$ cat config.mk
export PLATFORM = sky130hd
export DESIGN_NAME = ucode_strobe_decoder
export DESIGN_NICKNAME = d
export VERILOG_FILES = /design/src/rtl/ucsd_pkg.sv /design/src/rtl/ucsd_decode.sv /design/src/rtl/ucsd_srlatch.sv /design/src/rtl/ucsd_oneshot.sv /design/src/rtl/ucode_strobe_decoder.sv
export SDC_FILE = /design/constraint.sdc
export NUM_CORES = 1
export LEC_CHECK = 0
export CELL_PAD_IN_SITES_DETAIL_PLACEMENT = 1
export CELL_PAD_IN_SITES_GLOBAL_PLACEMENT = 2
export CORE_UTILIZATION = 30
export DETAILED_ROUTE_END_ITERATION = 16
export PLACE_DENSITY = 0.74
export SETUP_SLACK_MARGIN = 0.3
export SLEW_MARGIN = 20
export SYNTH_ARGS = -nofsm -noshare
export SYNTH_HDL_FRONTEND = slang
export SYNTH_SLANG_ARGS = --single-unit
$ cat constraint.sdc
create_clock -name clk -period 3.2 [get_ports clk]
set_input_delay 0.32 -clock clk [delete_from_list [all_inputs] [get_ports clk]]
set_output_delay 0.32 -clock clk [all_outputs]
set_load 0.005 [all_outputs]
$ cat src/rtl/ucsd_pkg.sv
package ucsd_pkg;

    localparam int unsigned NPULSE = 7;
    localparam int unsigned MASKW  = 7;
    localparam int unsigned CODEW  = 3;

    localparam int unsigned PI_STEP    = 0;
    localparam int unsigned PI_TMO     = 1;
    localparam int unsigned PI_HLOAD   = 2;
    localparam int unsigned PI_INH_CLR = 3;
    localparam int unsigned PI_INH_SET = 4;
    localparam int unsigned PI_ACK_SET = 5;
    localparam int unsigned PI_OVR_CLR = 6;

    localparam logic [CODEW-1:0] CODE_HEAD = 3'd0;
    localparam logic [CODEW-1:0] CODE_XFER = 3'd1;

    typedef enum logic {
        OS_IDLE = 1'b0,
        OS_RUN  = 1'b1
    } os_state_t;

endpackage

$ cat src/rtl/ucsd_decode.sv
module ucsd_decode
    import ucsd_pkg::*;
(
    input  logic              exec_i,
    input  logic [CODEW-1:0]  code_i,
    input  logic [MASKW-1:0]  mask_i,
    output logic [NPULSE-1:0] pulse_o
);

    logic [NPULSE-1:0] sel;

    always_comb begin
        sel = '0;
        unique case (code_i)
            CODE_HEAD: begin
                sel[PI_STEP]  = mask_i[0];
                sel[PI_TMO]   = mask_i[1];
                sel[PI_HLOAD] = mask_i[2];
            end
            CODE_XFER: begin
                sel[PI_INH_CLR] = mask_i[1];
                sel[PI_INH_SET] = mask_i[2];
                sel[PI_ACK_SET] = mask_i[3];
                sel[PI_OVR_CLR] = mask_i[4];
            end
            default: sel = '0;
        endcase
    end

    assign pulse_o = exec_i ? sel : '0;

endmodule

$ cat src/rtl/ucsd_srlatch.sv
module ucsd_srlatch (
    input  logic clk,
    input  logic rst,
    input  logic set_i,
    input  logic clr_i,
    output logic q_o
);

    logic q_q;

    always_ff @(posedge clk) begin
        if (rst)        q_q <= 1'b0;
        else if (clr_i) q_q <= 1'b0;
        else if (set_i) q_q <= 1'b1;
    end

    assign q_o = q_q;

endmodule

$ cat src/rtl/ucsd_oneshot.sv
module ucsd_oneshot
    import ucsd_pkg::*;
#(
    parameter int unsigned WIDTH = 2
) (
    input  logic clk,
    input  logic rst,
    input  logic trig_i,
    output logic active_o
);

    localparam int unsigned CW = $clog2(WIDTH + 1);
    localparam logic [CW-1:0] LOAD = CW'(WIDTH - 1);

    os_state_t      state_q, state_d;
    logic [CW-1:0]  cnt_q, cnt_d;

    always_ff @(posedge clk) begin
        if (rst) begin
            state_q <= OS_IDLE;
            cnt_q   <= '0;
        end else begin
            state_q <= state_d;
            cnt_q   <= cnt_d;
        end
    end

    always_comb begin
        state_d = state_q;
        cnt_d   = cnt_q;
        unique case (state_q)
            OS_IDLE: begin
                if (trig_i) begin
                    state_d = OS_RUN;
                    cnt_d   = LOAD;
                end
            end
            OS_RUN: begin
                if (trig_i) begin
                    cnt_d = LOAD;
                end else if (cnt_q == '0) begin
                    state_d = OS_IDLE;
                end else begin
                    cnt_d = cnt_q - 1'b1;
                end
            end
            default: state_d = OS_IDLE;
        endcase
    end

    always_comb begin
        active_o = (state_q == OS_RUN);
    end

endmodule

$ cat src/rtl/ucode_strobe_decoder.sv
module ucode_strobe_decoder
    import ucsd_pkg::*;
#(
    parameter int unsigned CLK_HZ  = 50_000_000,
    parameter int unsigned STEP_US = 1,
    parameter int unsigned TMO_US  = 10_000
) (
    input  logic              clk,
    input  logic              rst,
    input  logic              exec_i,
    input  logic [CODEW-1:0]  code_i,
    input  logic [MASKW-1:0]  mask_i,
    input  logic              ack_clr_i,
    input  logic              ovr_evt_i,
    output logic [NPULSE-1:0] pulse_o,
    output logic              hload_o,
    output logic              inhibit_o,
    output logic              ack_n_o,
    output logic              overrun_o,
    output logic              step_n_o,
    output logic              tmo_o
);

    localparam longint unsigned STEP_RAW = (64'(CLK_HZ) * 64'(STEP_US)) / 64'd1_000_000;
    localparam longint unsigned TMO_RAW  = (64'(CLK_HZ) * 64'(TMO_US)) / 64'd1_000_000;
    localparam int unsigned STEP_CYC = (STEP_RAW == 0) ? 1 : int'(STEP_RAW);
    localparam int unsigned TMO_CYC  = (TMO_RAW == 0) ? 1 : int'(TMO_RAW);

    logic [NPULSE-1:0] pulse;
    logic              ack_q;
    logic              step_act;

    ucsd_decode u_dec (
        .exec_i  (exec_i),
        .code_i  (code_i),
        .mask_i  (mask_i),
        .pulse_o (pulse)
    );

    ucsd_srlatch u_hload (
        .clk   (clk),
        .rst   (rst),
        .set_i (pulse[PI_HLOAD]),
        .clr_i (1'b0),
        .q_o   (hload_o)
    );

    ucsd_srlatch u_inhibit (
        .clk   (clk),
        .rst   (rst),
        .set_i (pulse[PI_INH_SET]),
        .clr_i (pulse[PI_INH_CLR]),
        .q_o   (inhibit_o)
    );

    ucsd_srlatch u_ack (
        .clk   (clk),
        .rst   (rst),
        .set_i (pulse[PI_ACK_SET]),
        .clr_i (ack_clr_i),
        .q_o   (ack_q)
    );

    ucsd_srlatch u_ovr (
        .clk   (clk),
        .rst   (rst),
        .set_i (ovr_evt_i),
        .clr_i (pulse[PI_OVR_CLR]),
        .q_o   (overrun_o)
    );

    ucsd_oneshot #(.WIDTH(STEP_CYC)) u_step (
        .clk      (clk),
        .rst      (rst),
        .trig_i   (pulse[PI_STEP]),
        .active_o (step_act)
    );

    ucsd_oneshot #(.WIDTH(TMO_CYC)) u_tmo (
        .clk      (clk),
        .rst      (rst),
        .trig_i   (pulse[PI_TMO]),
        .active_o (tmo_o)
    );

    assign pulse_o  = pulse;
    assign ack_n_o  = ~ack_q;
    assign step_n_o = ~step_act;

endmodule

## Word level (Yosys, flattened, before mapping)

Cells that the tools add are included.

| word-level totals | value |
|---|---|
| output and inout bits | 13 |
| input port bits | 15 |
| flip-flop bits (word level) | 31 |
| logic and storage cells | 45 |

| operators by class | value |
|---|---|
| bitwise gates (word level) | 3 |
| $add $sub $neg | 2 |
| reductions and logical operators | 8 |
| mux-type cells | 19 |
| eq/ne operators | 5 |

Operators by type and width:

| cell | number |
|---|---|
| $mux 19 | 3 |
| $pmux 19 s2 | 1 |
| $logic_not 19->1 | 1 |
| $sub 19x1->19 const B | 1 |
| $mux 6 | 3 |
| $pmux 6 s2 | 1 |
| $mux 7 | 1 |
| $logic_not 6->1 | 1 |
| $mux 1 | 6 |
| $ne 3x3->1 const B | 2 |
| $reduce_or 2->1 | 3 |
| $sub 6x1->6 const B | 1 |
| $mux 4 | 1 |
| $ne 2x2->1 const B | 2 |
| $pmux 1 s2 | 2 |
| $reduce_and 2->1 | 2 |
| $eq 3x1->1 const B | 1 |
| $logic_not 3->1 | 1 |
| $mux 3 | 1 |
| $not 1->1 | 3 |

## Depth between registers and ports, before layout

Gate-level depths: netlist of run 1.

| depth | value |
|---|---|
| word-level depth | 5 |
| depth in mapped cells | 8 |
| depth with buffers taken out | 7 |

## Modules after synthesis

A second synthesis of run 1 with hierarchy kept.

| unflattened totals | value |
|---|---|
| cell total of the unflattened synthesis | 175 |
| area, all modules | 1597.8 um^2 |

Modules (own cells, without submodules):

| module | times used | sequential area each (um^2) | cells each | area each (um^2) |
|---|---|---|---|---|
| ucsd_oneshot at u_tmo | 1 | 400.4 | 108 | 999.7 |
| ucsd_oneshot at u_step | 1 | 140.1 | 42 | 376.6 |
| ucsd_srlatch | 4 | 20.0 | 3 | 33.8 |
| ucsd_decode | 1 | 0.0 | 10 | 75.1 |
| ucode_strobe_decoder | 1 | 0.0 | 3 | 11.3 |

## Worst setup path after synthesis of run 1

Ideal clock, no wire load.

| timing | value |
|---|---|
| path type | reg-to-reg |
| from | reg u_tmo.cnt_q[4] |
| to | reg u_tmo.cnt_q[1] |
| clock period less this slack | 2.216 ns |
| arrival time | 2.146 ns |
| setup slack | 0.984 ns |
| data required time | 3.129 ns |
| stages on the path, launching flop included | 8 |
| setup time | 0.071 ns |
| buffers on the path | 2 |
| path through | dfxtp_1 or4_1 buf_2 or4_4 buf_6 o21ai_4 mux2_2 a21oi_1 |

| between the ends | value |
|---|---|
| longest elaborated chain between the ends | 3 |

Ends and longest elaborated chain:

| element | RTL line | source |
|---|---|---|
| from (decl) | ucsd_oneshot.sv:16 | `logic [CW-1:0] cnt_q, cnt_d;` |
| from (signal assigned) | ucsd_oneshot.sv:24 | `cnt_q <= cnt_d;` |
| $logic_not 19->1 | ucsd_oneshot.sv:41 | `end else if (cnt_q == '0) begin` |
| $ne 3x3->1 (no source line) | -- |  |
| $reduce_and 2->1 (no source line) | -- |  |

No other way between the ends.
A chain may end at the register's enable or synchronous reset.

## Final worst setup path of run 1

| timing | value |
|---|---|
| from | in code_i[1] |
| to | out pulse_o[0] |

| between the ends | value |
|---|---|
| longest elaborated chain between the ends | 3 |

Ends and longest elaborated chain:

| element | RTL line | source |
|---|---|---|
| from (decl) | ucode_strobe_decoder.sv:11 | `input logic [CODEW-1:0] code_i,` |
| $logic_not 3->1 | ucsd_decode.sv:14 | `unique case (code_i)` |
| $mux 3 | ucsd_decode.sv:14 |  |
| $mux 7 | ucsd_decode.sv:30 | `assign pulse_o = exec_i ? sel : '0;` |
| to (decl) | ucode_strobe_decoder.sv:15 | `output logic [NPULSE-1:0] pulse_o,` |

No other way between the ends.

==> results of run 1 <==
[Yosys cell counts (2+ instances only)]
cell type   n  area [µm²]
inv_1       9        33.8
mux2_2      2        22.5
ha_1        2        25.0
o211ai_1    6        45.0
nand2_1     8        30.0
clkbuf_1    5        18.8
nor2_1     22        82.6
nand4_1     5        31.3
buf_4       7        52.6
o21ai_0     3        15.0
dfxtp_1    31         621
nor3_1     12        60.1
nand2b_1    3        18.8
a31oi_1     4        25.0
xor2_1     14         123
nor4_1      2        12.5
o31ai_1     2        15.0
nand3_1     2        10.0
xnor2_1     3        26.3
a21oi_1    11        55.1
and2_1      5        31.3
or4_1       3        22.5
[report_power, final]
| group | total (mW) | leakage (nW) | internal, mW | switching, mW |
|---|---|---|---|---|
| combinational | 0.0941 | 0.360 | 0.0412 | 0.0529 |
| sequential | 0.401 | 0.251 | 0.394 | 0.00735 |
| clock | 0.309 | 0.0470 | 0.169 | 0.141 |
[flip-flops by register name, summed over array words and instances (netlist names)]
name and count:
u_ack.q_o 1, u_hload.q_o 1, u_inhibit.q_o 1, u_ovr.q_o 1, u_step.active_o 1, u_step.cnt_q 6, u_tmo.active_o 1, u_tmo.cnt_q 19
[worst min path at each step]
stage          slack (ns)  cells past startpoint       startpoint               to
6_report             0.48                      2      u_hload.q_o      u_hload.q_o
5_1_grt              0.51                      2  u_tmo.cnt_q[18]  u_tmo.cnt_q[18]
4_1_cts              0.49                      2  u_tmo.cnt_q[18]  u_tmo.cnt_q[18]
3_5_place_dp         0.47                      2  u_tmo.cnt_q[18]  u_tmo.cnt_q[18]
3_3_place_gp         0.46                      2      u_hload.q_o      u_hload.q_o
2_1_floorplan        0.40                      1        ack_clr_i        u_ack.q_o
[cells by family after synthesis]
kind of cell	count (synthesis)	share of synthesized area
adders and majority gates	2	0.0166
AOI/OAI and AO/OA	31	0.138
DFF	31	0.411
muxes	2	0.0149
buffers and inverters	24	0.0828
and+or+nand+nor	69	0.238
xor gates and xnor gates	17	0.0985
[critical path, stage by stage]
cell and delay [ns]:
clkdlybuf4s50_1 0.42, nor4b_1 0.48, nand2_1 0.21, inv_1 0.18, clkdlybuf4s50_1 0.53
[through the flow]
step | setup WS (ns) | instances | cell area [µm²]
CTS | 0.720 | 263 | 1860
detailed placement | 0.717 | 256 | 1780
global placement | 0.743 | 256 | 1780
global route | 0.557 | 263 | 1860
floorplan | 0.984 | 176 | 1510
finish | 0.734 | 263 | 1860
[area by class of cell]
cell class / count / area share
Clock buffer: 6 / 0.0443
Timing Repair Buffer: 28 / 0.146
Clock inverter: 1 / 0.00268
Tap cell: 67 / 0.0450
Multi-Input combinational cell: 121 / 0.411
Inverter: 9 / 0.0181
Sequential cell: 31 / 0.333
[routing by layer]
layer	share of wire	wire (µm)	global-route usage	vias up
li1	-	-	-	645
met1	0.46	1730	0.182	632
met2	0.49	1860	0.279	28
met3	0.039	145	0.0608	2
met4	0.0077	29	0.0458	0
met5	0	0	0	-
==> impl_metrics.ini, run 1 <==
[critical_path]
crit_end = pulse_o[0]
regToRegStartpoint = u_tmo.cnt_q[4]
rr_worst_depth = 5
end_kind = primary output
worst-path-max-fanout = 5
startpoint = code_i[1]
r2r_setup_slack_ns = 0.82
required_ns = 2.88
critical_path.startpoint_type = input pin
crit_type = input pin to primary output
arrival_ns = 2.15
reg2reg_to = u_tmo.cnt_q[1]

[cts]
htreeDepth = 2
post_cts_buffers = 0
cts_sinks = 31
cts_max_path_buffers = 2
cts_tree = done
ctsRootBufferMaster = clkbuf_8
clk_latency_ns = 0.27
cts_hold_buffers = 0
ctsResizeCount = 0
clk_pin_slew_ns = 0.07
numCtsBuffers = 5

[run]
cap_violations = 0

[yosys]
syn_area_per_cell_um2 = 8.59
synth_edf_count = 0
ys_async_sr_fraction = 0
ys_seq_elements = 31
synth_flop_cell = dfxtp_1
ys_warn_count = 0
synth_fp_nets = 193
syn_inst = 176
seq_area_frac_synth = 0.411
syn_area_um2 = 1510
synth.distinct_cells = 37

[floorplan]
dieArea_um2 = 5330
initial_core_util = 0.316
fp.dieW_um = 73.0
die_h_um = 73.0
rows = 25
coreArea_um2 = 4790
io_pins = 28

[timing]
max_freq_mhz = 406
maxSlewViolCount = 0
setup_viol = 0
holdWs_ns = 0.477
max_slew_margin = 0.445
finClkSkew_ns = 0.00804
hold_viol_final = 0
worstMarginPinSlew_ns = 0.826
period_share = 0.771
post-route-min-period_ns = 2.47
rsz0062_at_grt = false
setup_tns_ns = 0

[routing]
drt-vias-per-instance = 4.97
first_pass_iters = 4
wl_um = 3760
dr.first_iter.drc_count = 35
drc = 0
avgRoutedWirePerCell_um = 14.3
ant_nets = 0
vias = 1307

[placement]
routabilityCongestion = 0.750
dpl.hpwl_um = 2770
portBuffers = 25

[final_layout]
layout_commonest_cell = dfxtp_1
diodes = 0
final_cell_mix = dfxtp_1, clkdlybuf4s50_1, nor2_1, xor2_1, nor3_1
area_delta_synth_final_pct = 23.3
nets = 213
post-route-util = 0.390
fill_cells = 573
drive_gt1_frac = 0.0765
seqCellArea_um2 = 621
multi_input_area_um2 = 766

[pwr]
finalPower_uw = 805
peakVddDrop_uv = 168
p_leak_nw = 0.658
powerDensity_nw_per_um2 = 432

[hold_path]
hold_class = register to register

[global_route]
track_usage = 0.160
grt_pass1_vias = 1397
grt_antenna_before_repair = 0
overflow = 0
grt_pass1_wl_um = 6390
grt_max_degree = 18

[status]
status = completed
(Power assumes the default switching activity.)
==> run 2, diff against run 1 <==
Settings changed: CORE_UTILIZATION 30 to 27, PLACE_DENSITY 0.74 to 0.7.
Clock period 3.2 ns to 2 ns, I/O delays scaled along.
==> run 2 against run 1 <==
The flow now finishes with violations (negative setup slack); worst setup slack worse by 0.84 ns; combinational power is 140% higher; routed wire length is 16% higher; core utilization is 3.4 points higher; global-route usage is 0.94 points lower; die area is 11% higher; critical endpoint is now u_tmo.cnt_q[1]; first-iteration DRC count is 43% higher.
==> impl_metrics.ini, run 2 (synthesis results as in run 1) <==
[critical_path]
cp_num_buf_inv = 1
worst-path-max-fanout = 2
critPathSlowestCell = or4_4
crit_end = u_tmo.cnt_q[1]
critical_path.top_delay_family = simple AND/OR/NAND/NOR gates
slowest_delay_ns = 0.54
regToRegStartpoint = u_tmo.cnt_q[4]
crit_cells = 6
crit_type = register to register
path_cells = or4_4 -> or4_4 -> buf_4 -> o21ai_4 -> mux2_4 -> a21oi_2
end_kind = register
reg2reg_to = u_tmo.cnt_q[1]
critical_path.startpoint_type = register
r2r_setup_slack_ns = -0.10
cp_common_cell = or4_4
required_ns = 2.22
startpoint = u_tmo.cnt_q[4]
rr_worst_depth = 6
arrival_ns = 2.32

[timing]
max_slew_margin = 0.769
period_share = 1.05
setup_tns_ns = -0.295
hold_viol_final = 0
setup_viol = 6
maxSlewViolCount = 0
post-route-min-period_ns = 2.10
max_freq_mhz = 476
rsz0062_at_grt = true
worstMarginPinSlew_ns = 0.346
finClkSkew_ns = 0.00656
fin_ws_ns = -0.102

[pwr]
p_leak_nw = 0.885
pwr-share-clk = 0.356
peakVddDrop_uv = 298
powerDensity_nw_per_um2 = 610
p_int_uw = 993
power_frac_comb = 0.169
seqPwrFrac = 0.475
switching_share = 0.266
finalPower_mw = 1.35
p_sw_uw = 360

[routing]
wl_um = 4360
dr.first_iter.drc_count = 50
drc = 0
first_pass_iters = 4
vias = 1420
drt-vias-per-instance = 4.77
avgRoutedWirePerCell_um = 14.6
ant_nets = 0

[hold_path]
hold_class = input pin to register

[placement]
dpl_cell_area_um2 = 1920
routabilityCongestion = 0.743
pre_cts_ws_ns = -0.0770
dpl.hpwl_um = 3040
portBuffers = 25

[run]
cap_violations = 0

[cts]
htreeDepth = 2
cts_max_path_buffers = 2
cts_sinks = 31
cts_tree = done
ctsRootBufferMaster = clkbuf_8
cts_hold_buffers = 0
clk_pin_slew_ns = 0.06
numCtsBuffers = 5
clk_latency_ns = 0.28

[global_route]
grt_pass1_vias = 1518
grt_antenna_before_repair = 0
track_usage = 0.151
overflow = 0
grt_max_degree = 14
grt_pass1_wl_um = 7100

[final_layout]
largest_reg_flops = 19
regMostFlops = u_tmo.cnt_q
drive_gt1_frac = 0.281
layout_commonest_cell = buf_4
nets = 244
final_cell_mix = buf_4, dfxtp_1, nor2_1, xor2_1, clkdlybuf4s50_1
area_delta_synth_final_pct = 46.9
final_cell_area_um2 = 2220
diodes = 0
largestRegisters = u_tmo.cnt_q x19, u_step.cnt_q x6

[floorplan]
die_h_um = 76.8
fp.dieW_um = 76.8
io_pins = 28
coreArea_um2 = 5240
dieArea_um2 = 5900
rows = 26
initial_core_util = 0.289

[status]
status = finished, violations left
violations = negative setup slack
-- run 2: worst min-delay path by stage --
| stage | from | to | slack (ns) | cells after the start |
|---|---|---|---|---|
| 2_1_floorplan | ack_clr_i | u_ack.q_o | 0.28 | 1 |
| 5_1_grt | ack_clr_i | u_ack.q_o | 0.49 | 2 |
| 3_3_place_gp | u_hload.q_o | u_hload.q_o | 0.46 | 2 |
| 3_5_place_dp | u_hload.q_o | u_hload.q_o | 0.46 | 2 |
| 4_1_cts | ack_clr_i | u_ack.q_o | 0.46 | 2 |
| 6_report | ack_clr_i | u_ack.q_o | 0.47 | 2 |
-- run 2: worst reg2reg max path, delay by kind of cell, from the launching register on --
| family | cells | cell delay [ns] |
|---|---|---|
| multiplexers | 1 | 0.32 |
| AO/OA/AOI/OAI | 2 | 0.25 |
| flip-flops | 1 | 0.31 |
| buffers and inverters | 1 | 0.17 |
| AND/OR/NAND/NOR | 2 | 0.99 |
-- run 2: final cells by class --
cell class,instances,area (µm²)
tap,70,87.6
clock inverter,1,5.00
multi-input combinational,121,876
inverter,9,33.8
fill,614,3020
sequential,31,623
clock buffer,7,76.3
timing repair buffer,59,518
-- run 2: power by group through the flow --
stage	clock [mW]	combinational (mW)	sequential (mW)
5_1_grt	0.535	0.247	0.644
6_report	0.481	0.229	0.643
3_5_place_dp	0	0.177	0.656
3_3_place_gp	0	0.173	0.655
4_1_cts	0.497	0.200	0.641
2_1_floorplan	0	0.0977	0.654
-- run 2: per-layer routing --
layer | share of wire | vias to the layer above | GRT usage
li1 | - | 707 | -
met1 | 0.45 | 688 | 0.183
met2 | 0.50 | 17 | 0.258
met3 | 0.022 | 8 | 0.0310
met4 | 0.022 | 0 | 0.0596
met5 | 0 | - | 0
-- run 2: through the flow --
stage | utilization | std cells | hold WS (ns)
6_report | 0.424 | 298 | 0.470
5_1_grt | 0.424 | 298 | 0.486
4_1_cts | 0.404 | 292 | 0.463
3_5_place_dp | 0.366 | 274 | 0.460
3_3_place_gp | 0.366 | 274 | 0.459
2_1_floorplan | - | 176 | 0.277
-- run 2: what timing repair did --
item | CTS | global route
endpoints found under the hold margin | 0 | 0
pin swaps | 7 | 23
endpoints found under the setup margin | 29 | 23
setup buffers | 10 | 6
gates resized for setup | 28 | 12
==> run 3, diff against run 2 <==
Settings changed: CORE_UTILIZATION 27 to 28, PLACE_DENSITY 0.7 to 0.71, SETUP_SLACK_MARGIN 0.3 to 0.02, SYNTH_HIERARCHICAL set to 1.
==> run 3 against run 2 <==
The run still ends with negative setup slack left; design area up 4.5%; sequential power about the same; non-clock buffer count down 9; largest cell class unchanged.
==> impl_metrics.ini, run 3 <==
[final_layout]
area_delta_synth_final_pct = 45.2
nets = 245
final_cell_mix = dfxtp_1, clkdlybuf4s50_1, buf_4, nor2_1, a21oi_1
final_cell_area_um2 = 2320
regMostFlops = u_tmo/cnt_q
seqCellArea_um2 = 624
largestRegisters = u_tmo/cnt_q x19, u_step/cnt_q x6
largest_reg_flops = 19
fill_cells = 626
multi_input_area_um2 = 1050
final_cell_count_no_fill = 300
drive_gt1_frac = 0.311
post-route-util = 0.421
diodes = 0
layout_commonest_cell = dfxtp_1

[yosys]
synth_fp_nets = 193
ys_warn_count = 6
synth_top_area_frac = 0.388
synth_common_cells = dfxtp_1, nor2_1, a21oi_1
synth.distinct_cells = 46
ys_seq_elements = 31
ys_async_sr_fraction = 0
yosysTopAreaCell = dfxtp_1
syn_area_um2 = 1600
syn_inst = 175
seq_area_frac_synth = 0.388
syn_area_per_cell_um2 = 9.13
synth_edf_count = 0
synth_flop_cell = dfxtp_1
yosysMostFrequentCell = dfxtp_1
yosys-top-cells-area = dfxtp_1, xor2_1, nor2_1

[placement]
dpl_cell_area_um2 = 2090
routabilityCongestion = 0.776
dpl.hpwl_um = 3200
pre_cts_ws_ns = -0.312
portBuffers = 25
place_inst = 289

[run]
cap_violations = 0

[floorplan]
die_h_um = 77.5
initial_core_util = 0.290
rows = 27
fp.dieW_um = 77.5
coreArea_um2 = 5510
io_pins = 28
dieArea_um2 = 6010

[pwr]
p_leak_nw = 0.850
powerDensity_nw_per_um2 = 592
finalPower_mw = 1.37
peakVddDrop_uv = 221

[global_route]
grt_antenna_before_repair = 0
grt_pass1_vias = 1609
grt_pass1_wl_um = 7760
overflow = 0
grt_max_degree = 19
track_usage = 0.166

[cts]
numCtsBuffers = 5
cts_max_path_buffers = 2
cts_sinks = 31
ctsRootBufferMaster = clkbuf_8
cts_tree = done
htreeDepth = 2
clk_latency_ns = 0.29
clk_pin_slew_ns = 0.07

[status]
status = finished, violations left
violations = negative setup slack

[hold_path]
hold_class = register to register
hold_start = u_tmo/cnt_q[18]

[critical_path]
startpoint = u_tmo/cnt_q[1]
r2r_setup_slack_ns = -0.28
crit_type = register to register
end_kind = register
critPathSlowestCell = or4_4
regToRegStartpoint = u_tmo/cnt_q[1]
critical_path.top_delay_family = simple AND/OR/NAND/NOR gates
required_ns = 2.14
arrival_ns = 2.42
worst-path-max-fanout = 7
cp_num_buf_inv = 1
path_cells = inv_2 -> ha_4 -> or4b_4 -> or4_4 -> o2111ai_4 -> or3_4 -> a31oi_4
critical_path.startpoint_type = register
slowest_delay_ns = 0.58

[timing]
worstMarginPinSlew_ns = 0.677
maxSlewViolCount = 0
period_share = 1.14
post-route-min-period_ns = 2.28
rsz0062_at_grt = true
max_slew_margin = 0.545
hold_viol_final = 0
finClkSkew_ns = 0.00493
setup_viol = 20
fin_ws_ns = -0.282
max_freq_mhz = 438

[routing]
drc = 0
drt-vias-per-instance = 5.16
dr.first_iter.drc_count = 34
vias = 1548
wl_um = 4660
ant_nets = 0
first_pass_iters = 4
avgRoutedWirePerCell_um = 15.5
[run 3: changes by cell type in the layout (fill, tap and decap cells not counted), sizes merged, moves of 5 or more]
cell           delta
xor2              -5
clkdlybuf4s50    +11
buf               -9
and3              +7
nor2              -5
dlygate4sd2      -10
and2              -5
or3              +11
o2111ai           +5
nand4             -5
[run 3: final cells by class]
cell class                      instances  share of cell area
Sequential cell                        31               0.269
Inverter                                9              0.0146
Multi-Input combinational cell        130               0.452
Tap cell                               72              0.0388
Clock buffer                            7              0.0329
Timing Repair Buffer                   50               0.190
Clock inverter                          1             0.00216
[run 3: cells by family after synthesis]
kind of cell / share of synthesized area
mux: 0.00626
other cells: 0.00235
flops: 0.388
buf+inv: 0.0438
compound gates: 0.197
simple gates: 0.273
xor+xnor: 0.0658
fa+ha+maj: 0.0235
[run 3: report_power, final]
group          switching [mW]  total, mW  internal [mW]  leakage, nW
clock network           0.242      0.486          0.244       0.0422
logic                   0.129      0.247          0.118        0.556
registers             0.00981      0.640          0.630        0.252
total                   0.380       1.37          0.992        0.850
[run 3: worst min-delay path, stage by stage, from the launching register on]
cell     delay, ns
dfxtp_1       0.32
o41ai_2       0.05
a21oi_1       0.05
[run 3: final timing paths]
path / endpoint / depth (start not counted)
min reg2reg: u_tmo/cnt_q[18] / 2
max reg2reg: u_tmo/cnt_q[17] / 7
min: u_tmo/cnt_q[18] / 2
max: u_tmo/cnt_q[17] / 7
[run 3: repair_timing]
item                       in CTS  in global routing
setup endpoints to repair      20                 20
cloned                          2                  0
hold buffers                    0                  0
setup buffers                   1                  0
pin swaps                      13                 10
resized for setup              20                  6
[run 3: layer usage]
layer	part of all wire	vias to the layer above	global-route usage
met2	0.51	32	0.297
met1	0.44	755	0.186
met4	0.0086	0	0.0453
met5	0	-	0
met3	0.045	5	0.0541
li1	-	756	-
[run 3: stage by stage]
stage               TNS [ns]  hold WS (ns)
detailed placement     -3.69         0.451
floorplan              -2.13         0.269
global route           -5.26         0.479
CTS                    -3.85         0.461
finish                 -3.65         0.461
global placement       -2.32         0.452
